`config.mk`:
```
export PLATFORM = sky130hd
export DESIGN_NAME = vec_sat_alu
export DESIGN_NICKNAME = d
export VERILOG_FILES = /design/src/rtl/vsa_pkg.sv /design/src/rtl/vsa_elem_route.sv /design/src/rtl/vsa_lane.sv /design/src/rtl/vsa_out_stage.sv /design/src/rtl/vec_sat_alu.sv
export SDC_FILE = /design/constraint.sdc
export NUM_CORES = 2
export LEC_CHECK = 0
export ABC_AREA = 1
export BUFFER_PORTS_ARGS = -buffer_cell sky130_fd_sc_hd__buf_2
export CELL_PAD_IN_SITES_DETAIL_PLACEMENT = 1
export CELL_PAD_IN_SITES_GLOBAL_PLACEMENT = 2
export CORE_ASPECT_RATIO = 0.5
export CORE_MARGIN = 1
export CORE_UTILIZATION = 31
export DETAILED_ROUTE_END_ITERATION = 16
export PLACE_DENSITY_LB_ADDON = 0.1
export SETUP_SLACK_MARGIN = 0.5
export SYNTH_ARGS = -nofsm -noshare
export SYNTH_HDL_FRONTEND = slang
export SYNTH_SLANG_ARGS = --single-unit
```
`constraint.sdc`:
```
create_clock -name clk -period 2.9 [get_ports clk]
set_input_delay 0.145 -clock clk [delete_from_list [all_inputs] [get_ports clk]]
set_output_delay 0.145 -clock clk [all_outputs]
set_load 0.02 [all_outputs]
```
`src/rtl/vsa_pkg.sv`:
```
package vsa_pkg;

  localparam int LANES = 8;
  localparam int SPECW = 4;
  localparam int FUNCW = 6;
  localparam int LIW   = $clog2(LANES);

  localparam logic [FUNCW-1:0] FN_ADD  = 6'h10;
  localparam logic [FUNCW-1:0] FN_SUB  = 6'h11;
  localparam logic [FUNCW-1:0] FN_SUBC = 6'h15;
  localparam logic [FUNCW-1:0] FN_AND  = 6'h28;
  localparam logic [FUNCW-1:0] FN_NAND = 6'h29;
  localparam logic [FUNCW-1:0] FN_OR   = 6'h2A;
  localparam logic [FUNCW-1:0] FN_NOR  = 6'h2B;
  localparam logic [FUNCW-1:0] FN_XOR  = 6'h2C;
  localparam logic [FUNCW-1:0] FN_XNOR = 6'h2D;

  typedef enum logic [3:0] {
    OP_NONE,
    OP_ADD,
    OP_SUB,
    OP_SUBC,
    OP_AND,
    OP_NAND,
    OP_OR,
    OP_NOR,
    OP_XOR,
    OP_XNOR
  } op_e;

  function automatic op_e decode_func(input logic [FUNCW-1:0] f);
    op_e o;
    case (f)
      FN_ADD:  o = OP_ADD;
      FN_SUB:  o = OP_SUB;
      FN_SUBC: o = OP_SUBC;
      FN_AND:  o = OP_AND;
      FN_NAND: o = OP_NAND;
      FN_OR:   o = OP_OR;
      FN_NOR:  o = OP_NOR;
      FN_XOR:  o = OP_XOR;
      FN_XNOR: o = OP_XNOR;
      default: o = OP_NONE;
    endcase
    return o;
  endfunction

endpackage

```
`src/rtl/vsa_elem_route.sv`:
```
module vsa_elem_route
  import vsa_pkg::*;
#(
  parameter int W = 16
) (
  input  logic [LANES*W-1:0] b_in,
  input  logic [SPECW-1:0]   sel,
  output logic [LANES*W-1:0] b_out
);

  for (genvar i = 0; i < LANES; i++) begin : g_lane
    localparam logic [LIW-1:0] LI = LIW'(i);
    logic [LIW-1:0] idx;

    // Code bits pick the granularity: bit 3 single lane, bit 2 pairs,
    // bit 1 halves, none set straight through.
    always_comb begin
      if (sel[3])      idx = sel[2:0];
      else if (sel[2]) idx = {sel[1:0], LI[0]};
      else if (sel[1]) idx = {sel[0], LI[1:0]};
      else             idx = LI;
    end

    assign b_out[i*W +: W] = b_in[idx*W +: W];
  end

endmodule

```
`src/rtl/vsa_lane.sv`:
```
module vsa_lane
  import vsa_pkg::*;
#(
  parameter int W = 16
) (
  input  op_e          op,
  input  logic [W-1:0] a,
  input  logic [W-1:0] b,
  input  logic         borrow_in,
  output logic [W-1:0] res,
  output logic         borrow_out
);

  localparam int XW = W + 2;
  localparam logic signed [XW-1:0] MAXV = {3'b000, {(W-1){1'b1}}};
  localparam logic signed [XW-1:0] MINV = {3'b111, {(W-1){1'b0}}};
  localparam logic [W-1:0] POS_LIM = {1'b0, {(W-1){1'b1}}};
  localparam logic [W-1:0] NEG_LIM = {1'b1, {(W-1){1'b0}}};

  logic signed [XW-1:0] ax, bx, cx;
  logic signed [XW-1:0] sum_x, dif_x, pick_x;
  logic [W:0]           wrap_d;
  logic [W-1:0]         sat_v;

  assign ax = $signed({{2{a[W-1]}}, a});
  assign bx = $signed({{2{b[W-1]}}, b});
  assign cx = $signed({{(XW-1){1'b0}}, borrow_in});

  assign sum_x = ax + bx;
  assign dif_x = ax - bx - cx;
  assign pick_x = (op == OP_ADD) ? sum_x : dif_x;

  always_comb begin
    if (pick_x > MAXV)      sat_v = POS_LIM;
    else if (pick_x < MINV) sat_v = NEG_LIM;
    else                    sat_v = pick_x[W-1:0];
  end

  assign wrap_d     = {1'b0, a} - {1'b0, b};
  assign borrow_out = wrap_d[W];

  always_comb begin
    case (op)
      OP_ADD,
      OP_SUB:  res = sat_v;
      OP_SUBC: res = wrap_d[W-1:0];
      OP_AND:  res = a & b;
      OP_NAND: res = ~(a & b);
      OP_OR:   res = a | b;
      OP_NOR:  res = ~(a | b);
      OP_XOR:  res = a ^ b;
      OP_XNOR: res = ~(a ^ b);
      default: res = '0;
    endcase
  end

endmodule

```
`src/rtl/vsa_out_stage.sv`:
```
module vsa_out_stage #(
  parameter int DW = 128
) (
  input  logic          clk,
  input  logic          rst_n,
  input  logic          load,
  input  logic [DW-1:0] d,
  input  logic          take,
  output logic          valid,
  output logic          can_load,
  output logic [DW-1:0] q
);

  assign can_load = !valid || take;

  always_ff @(posedge clk or negedge rst_n) begin
    if (!rst_n) begin
      valid <= 1'b0;
      q     <= '0;
    end else if (load) begin
      valid <= 1'b1;
      q     <= d;
    end else if (take) begin
      valid <= 1'b0;
    end
  end

endmodule

```
`src/rtl/vec_sat_alu.sv`:
```
module vec_sat_alu
  import vsa_pkg::*;
#(
  parameter int W     = 16,
  parameter int FLAGW = 16
) (
  input  logic                 clk,
  input  logic                 rst_n,
  input  logic                 in_valid,
  output logic                 in_ready,
  input  logic [FUNCW-1:0]     in_func,
  input  logic [LANES*W-1:0]   in_a,
  input  logic [LANES*W-1:0]   in_b,
  input  logic [SPECW-1:0]     in_elem,
  output logic                 out_valid,
  input  logic                 out_ready,
  output logic [LANES*W-1:0]   out_data,
  output logic [FLAGW-1:0]     flags_o
);

  localparam int DW = LANES * W;

  op_e              op;
  logic [DW-1:0]    b_routed;
  logic [DW-1:0]    res_vec;
  logic [LANES-1:0] brw_vec;
  logic [FLAGW-1:0] flags_q, flags_d;
  logic             accept;

  assign op     = decode_func(in_func);
  assign accept = in_valid && in_ready;

  vsa_elem_route #(.W(W)) u_route (
    .b_in  (in_b),
    .sel   (in_elem),
    .b_out (b_routed)
  );

  for (genvar i = 0; i < LANES; i++) begin : g_lane
    vsa_lane #(.W(W)) u_lane (
      .op         (op),
      .a          (in_a[i*W +: W]),
      .b          (b_routed[i*W +: W]),
      .borrow_in  (flags_q[i]),
      .res        (res_vec[i*W +: W]),
      .borrow_out (brw_vec[i])
    );
  end

  always_comb begin
    case (op)
      OP_ADD,
      OP_SUB:  flags_d = '0;
      OP_SUBC: flags_d = {{(FLAGW-LANES){1'b0}}, brw_vec};
      default: flags_d = flags_q;
    endcase
  end

  always_ff @(posedge clk or negedge rst_n) begin
    if (!rst_n)      flags_q <= '0;
    else if (accept) flags_q <= flags_d;
  end

  vsa_out_stage #(.DW(DW)) u_out (
    .clk      (clk),
    .rst_n    (rst_n),
    .load     (accept),
    .d        (res_vec),
    .take     (out_ready),
    .valid    (out_valid),
    .can_load (in_ready),
    .q        (out_data)
  );

  assign flags_o = flags_q;

endmodule

```
======== After elaboration in Yosys (flattened, before gate mapping) ========
Cells that the tools add are included.
storage, ports and cells
  bits in registers ....................... 145
  input bits .............................. 270
  output and inout port bits .............. 146
operators by class
  add/subtract/negate cells ............... 32
  $lt $le $gt $ge ......................... 16
  eq/ne operators ......................... 18
  shifts and indexed selects .............. 8
  muxes and demuxes ....................... 60
  bitwise operators ....................... 48
  reductions and logical operators ........ 7
operators by type and width
  kind                                                          number
  case mux 16 bit (8 select lines)                              8
  indexed part select 128 x 8 -> 16 bit                         8
  inverter 16 bit                                               24
  subtractor 16 x 16 -> 17 bit                                  16
  two-way mux 16 bit                                            16
  > comparator 18 x 16 -> 1 bit, second input constant          8
  less-than comparator 18 x 16 -> 1 bit, second input constant  8
  two-way mux 18 bit                                            8
  subtractor 18 x 2 -> 18 bit                                   8
  adder 16 x 16 -> 17 bit                                       8
  AND 16 bit                                                    8
  OR 16 bit                                                     8
  XOR 16 bit                                                    8
  two-way mux 3 bit                                             24
  equality test 6 bit, second input constant                    6
  case mux 4 bit (9 select lines)                               1
  case mux 16 bit (2 select lines)                              1
  equality test 6 x 5 -> 1 bit, second input constant           3
  equality test 4 x 3 -> 1 bit, second input constant           4
  equality test 4 x 2 -> 1 bit, second input constant           2
  equality test 4 bit, second input constant                    2
  equality test 4 x 1 -> 1 bit, second input constant           1
  nonzero test 2 bit                                            2
  two-way mux 1 bit                                             2
  5 further kinds                                               5

======== Logic depth before layout (Yosys ltp) ========
  depth in word-level cells ............... 11
  gate-level depth with buffers ........... 40

======== Modules after synthesis ========
A second synthesis with hierarchy kept.
unflattened totals
  cells, all modules ...................... 7930
  area total of the unflattened synthesis .. 42894.9 µm²
modules (own cells, without submodules)
  module                            instances  cells each  area each (µm²)
  vsa_lane at g_lane[0].u_lane ...  5          745         3958.8
  vsa_lane at g_lane[6].u_lane ...  2          729         3942.5
  vsa_elem_route                    1          1407        5894.4
  vsa_out_stage                     1          545         4865.9
  vsa_lane at g_lane[1].u_lane      1          727         3926.3
  vec_sat_alu                       1          68          529.3

======== Least setup slack after synthesis ========
OpenSTA, ideal clock, no wires.
  path kind ............................... input-to-reg
  start point ............................. input port in_elem[0]
  end point ............................... register u_out.q[69]
  setup time .............................. 117 ps
  arrival ................................. 4257 ps
  data required time ...................... 2783 ps
  setup slack ............................. -1473 ps
  stages on the path ...................... 30
  buffers on the path ..................... 4
  cells stage by stage .................... inv_1 nor2_1 a21oi_1 or2_2 clkbuf_1 clkbuf_1 buf_1 a21oi_1 o21ai_0 fa_1 inv_1 ha_1 inv_1 nor2_1 nand3_1 nor2_1 nand2_1 nor2_2 nand3_2 nor2_2 nand3_1 nand3_1 nand3_1 nand3_2 buf_2 nand2_1 nand2_1 nand2_1 nand2_1 nand2_1
between the ends
  word-level cells in the longest chain between the ends .. 11
RTL lines
  item                                       RTL line              text
  start: declaration                         vec_sat_alu.sv:14     input logic [SPECW-1:0] in_elem,
  two-way mux 3 bit                          vsa_elem_route.sv:20  else if (sel[1]) idx = {sel[0], LI[1:0]};
  two-way mux 3 bit                          vsa_elem_route.sv:19  else if (sel[2]) idx = {sel[1:0], LI[0]};
  two-way mux 3 bit (*)                      vsa_elem_route.sv:18  if (sel[3]) idx = sel[2:0];
  indexed part select 128 x 8 -> 16 bit (*)  vsa_elem_route.sv:24  assign b_out[i*W +: W] = b_in[idx*W +: W];
  subtractor 16 x 16 -> 17 bit               vsa_lane.sv:30        assign dif_x = ax - bx - cx;
  subtractor 18 x 2 -> 18 bit                vsa_lane.sv:30
  two-way mux 18 bit                         vsa_lane.sv:31        assign pick_x = (op == OP_ADD) ? sum_x : dif_x;
  less-than comparator 18 x 16 -> 1 bit      vsa_lane.sv:35        else if (pick_x < MINV) sat_v = NEG_LIM;
  two-way mux 16 bit                         vsa_lane.sv:35
  two-way mux 16 bit                         vsa_lane.sv:34        if (pick_x > MAXV) sat_v = POS_LIM;
  case mux 16 bit (8 select lines) (*)       vsa_lane.sv:43        case (op)
  end signal: assignment                     vsa_out_stage.sv:19   q <= '0;
  end signal: assignment                     vsa_out_stage.sv:22   q <= d;
  end: declaration                           vsa_out_stage.sv:11   output logic [DW-1:0] q
Every way passes the cells marked *; elsewhere a longest branch is shown, timed or not.
A chain may end at the register's enable or synchronous reset.

======== Worst setup path in the final report ========
  start point ............................. input port in_elem[0]
  end point ............................... register u_out.q[55]
The elaborated chain is that of the path after synthesis.

==> results by group <==
Logic synthesis
  – Number of instances in the synthesized netlist: 7,131
  – Mean instance size in the synthesized netlist: 5.39 µm²
  – Number of synthesized flops with an enable pin: 0
  – Sequential fraction of the synthesis area: 0.0891
  – Cell types with the largest area share after synthesis: nand2_1 25%, ha_1 13%, inv_1 10%, o21ai_0 9.2%, dfrtp_1 8.9%
  – Top FF cell, synth: dfrtp_1
  – Number of register bits inferred by synthesis: 137
  – Library cell with the largest summed area after synthesis: nand2_1
  – Synth top area share: 0.252
  – Post-synth design cell area: 0.0385 mm²
  – Number of warning messages in the yosys log: 0
  – Proportion of register bits with asynchronous set or reset after synthesis: 1.00
  – Number of distinct library cells after synthesis: 56

Die
  – Die span in y: 251 µm
  – Number of rows in the core area: 90
  – Floorplan Core Area: 0.122 mm²
  – Effective utilization at floorplan: 0.316
  – DIE WIDTH: 500 µm
  – Die area: 0.126 mm²
  – Number of top-level pins: 416

Global routing
  – Total routing resource utilization after global routing: 0.364
  – Initial antenna violation count: 26
  – Gr ovfl total: 0
  – Maximum number of pins on one net before global-route repair: 74
  – Number of global-route vias before repair: 57,300
  – Global-route wire length before repair: 349,000 µm

Worst setup path
  – Cell with the largest stage delay on the worst path: ha_4
  – Critical Path Sink Type: flop
  – Startpoint-to-endpoint class of the critical path: input pin to flop
  – Data required time of the worst path: 3.33 ns
  – Data arrival at the endpoint of the critical path: 4.43 ns
  – Largest fanout on the critical path: 8
  – Critical path launch point type: input pin
  – Delay of the slowest cell on the worst path: 0.31 ns
  – Cell repeated most along the worst path: nand2_1

Pwr
  – Sw Ratio: 0.528
  – Leakage power figure: 33.6 nW
  – P per Cell Area: 477 mW/mm²
  – Maximum VDD drop: 0.000593 V
  – Proportion of power drawn by combinational gates: 0.839
  – Power dissipated by switching net loads: 15.4 mW
  – Final Total Pwr: 29.1 mW
  – Reg power frac: 0.078
  – Cell-internal power: 13.7 mW
  – Proportion of power drawn by the clock network: 0.083

Clock network
  – Clock tree from TritonCTS: done
  – Inserted Clock Buffers: 17
  – CTS root buf: clkbuf_16
  – H-tree depth: 4
  – Max Buffers Root-to-Sink: 2
  – Latest clock arrival within the worst-skew pair: 0.55 ns
  – Clock Sink Count: 137
  – Clk pin slew, worst setup/hold paths: 0.07 ns

STA
  – Period utilisation layout: 1.38
  – Final Hold Vio Count: 0
  – Worst setup margin: -1.10 ns
  – Setup clock skew after layout: 0.0205 ns
  – Slew @ Worst Pin: 1.05 ns
  – Fin Setup TNS: -121.31 ns
  – Final setup vio count: 131
  – Max Freq: 0.250 GHz
  – Worst slew margin: 0.300
  – Minimum hold slack: 0.117 ns
  – Min cycle time layout: 4.00 ns
  – Fin. max-slew vios: 0
  – Setup repair after global routing missed its margin: yes

Placement
  – HPWL after detailed placement: 193,000 µm
  – Routability Congestion: 1.01
  – IO buf count: 407

Drt
  – DRC marker count from the first detailed-route iteration: 4,193
  – Remaining number of nets flagged by the antenna check after routing: 0
  – Number of detailed-routing iterations run before antenna repair: 5
  – Vias/cell: 5.28
  – Routed length per placed instance: 22.3 µm
  – Routed via count: 56,800
  – Final Routed Wirelength: 240,000 µm
  – DRC: 0

Final layout
  – Final-stage net count: 9,745
  – Fill cell count: 16,700
  – Share of layout cells above drive strength 1: 0.363
  – P&R area growth vs syn: 58.8%
  – Top library cells by usage in the layout, fill and taps aside: 2,384 x nand2_1, 1,728 x buf_4, 967 x inv_1, 463 x o21ai_0, 404 x buf_2
  – Most common cell after layout, fill and taps aside: nand2_1

Run status
  – Result of the run: finished, violations left
  – Failing checks: negative setup slack

Worst hold path
  – Type of the most critical hold path: input pin to asynchronous set/reset pin

Run
  – Maximum Capacitance Violations: 0
## power by group through the flow
stage / Clock (mW) / Sequential [mW] / Combinational, mW
floorplan: 0 / 2.54 / 9.97
global placement: 0 / 2.31 / 20.2
detailed placement: 0 / 2.31 / 20.8
CTS: 2.47 / 2.28 / 22.3
global route: 2.53 / 2.30 / 26.2
finish: 2.42 / 2.28 / 24.4
## synth_stat cells, types with 13 or more instances
cell type	number
a2111oi_0	75
a211oi_1	31
a21oi_1	328
a221oi_1	25
buf_2	88
buf_4	46
buf_6	27
clkbuf_1	204
dfrtp_1	137
fa_1	16
ha_1	400
inv_1	1022
inv_2	37
mux2i_1	13
nand2_1	2583
nand2_2	43
nand3_1	352
nand3_2	15
nand4_1	49
nor2_1	439
nor2_2	41
nor3_1	44
o2111ai_1	36
o21ai_0	708
o21bai_1	25
o221ai_1	36
o22ai_1	76
o31ai_1	16
xor2_1	92
## per-layer routing
| layer | track usage | part of all wire | wire length [µm] | vias to the layer above |
|---|---|---|---|---|
| li1 | - | - | - | 26600 |
| met1 | 0.503 | 0.46 | 110000 | 27900 |
| met2 | 0.573 | 0.44 | 105000 | 1793 |
| met3 | 0.0549 | 0.064 | 15500 | 438 |
| met4 | 0.125 | 0.038 | 9040 | 8 |
| met5 | 0 | 0.00025 | 59 | - |
## cell type report
| class | instances | area [µm²] | area share |
|---|---|---|---|
| well taps | 1656 | 2070 | 0.0339 |
| multi-input cells | 5565 | 33300 | 0.546 |
| inverters | 1064 | 4030 | 0.0660 |
| flip-flops and latches | 137 | 3430 | 0.0561 |
| clock buffers | 21 | 460 | 0.00754 |
| clock inverters | 11 | 120 | 0.00197 |
| diodes | 19 | 47.5 | 0.000778 |
| repair buffers | 2274 | 17600 | 0.288 |
## per-stage QoR
stage                     worst slack, ns   util  cell area, µm²  std cells
after floorplan                    -0.840      -           38800       7138
after global placement              -2.03  0.452           55000      10600
after detailed placement            -2.15  0.452           55000      10600
after CTS                           -1.01  0.476           58000      10700
after global routing                -1.26  0.501           61100      10700
final                               -1.10  0.501           61100      10700
## flip-flops by register name, indices dropped and copies added, names as in the netlist
| name | cells |
|---|---|
| u_out.valid | 1 |
| flags_o | 8 |
| u_out.q | 128 |
## cells by family (layout without fill, tap and decap cells)
| family | after synthesis | in the layout | synth area share |
|---|---|---|---|
| xor+xnor | 102 | 102 | 0.0232 |
| other cells | 1 | 27 | 0.0000975 |
| mux | 13 | 13 | 0.00338 |
| buf+inv | 1444 | 3370 | 0.154 |
| flops | 137 | 137 | 0.0891 |
| compound gates | 1402 | 1402 | 0.210 |
| simple gates | 3616 | 3624 | 0.382 |
| fa+ha+maj | 416 | 416 | 0.138 |
## critical path, delay by kind of cell
family                     cells  cell delay (ns)
buffers and inverters         14             1.77
and+or+nand+nor               18             1.64
AOI/OAI and AO/OA              4             0.53
adders and majority gates      1             0.31
## path summary, 6_finish.rpt
| check | from | end | slack (ns) | cells past startpoint |
|---|---|---|---|---|
| worst max register to register | flags_o[1]$_DFFE_PN0P_ | u_out.q[27]$_DFFE_PN0P_ | 0.13 | 21 |
| worst min-delay path | rst_n | u_out.q[106]$_DFFE_PN0P_ | 0.12 | 2 |
| max in group asynchronous | rst_n | flags_o[1]$_DFFE_PN0P_ | 1.97 | 3 |
| worst min register to register | u_out.q[59]$_DFFE_PN0P_ | u_out.q[59]$_DFFE_PN0P_ | 0.47 | 2 |
| worst max-delay path | in_elem[0] | u_out.q[55]$_DFFE_PN0P_ | -1.10 | 37 |
| min in group clk | in_a[53] | u_out.q[53]$_DFFE_PN0P_ | 0.20 | 7 |
## repair_timing
item,CTS,global route
buffers inserted,39,58
resized for setup,565,648
gates cloned,14,9
setup endpoints to repair,136,136
endpoints found under the hold margin,44,0
pin swaps,97,118
hold buffers,2,0
No activity file was read; power rests on OpenSTA's default activity.
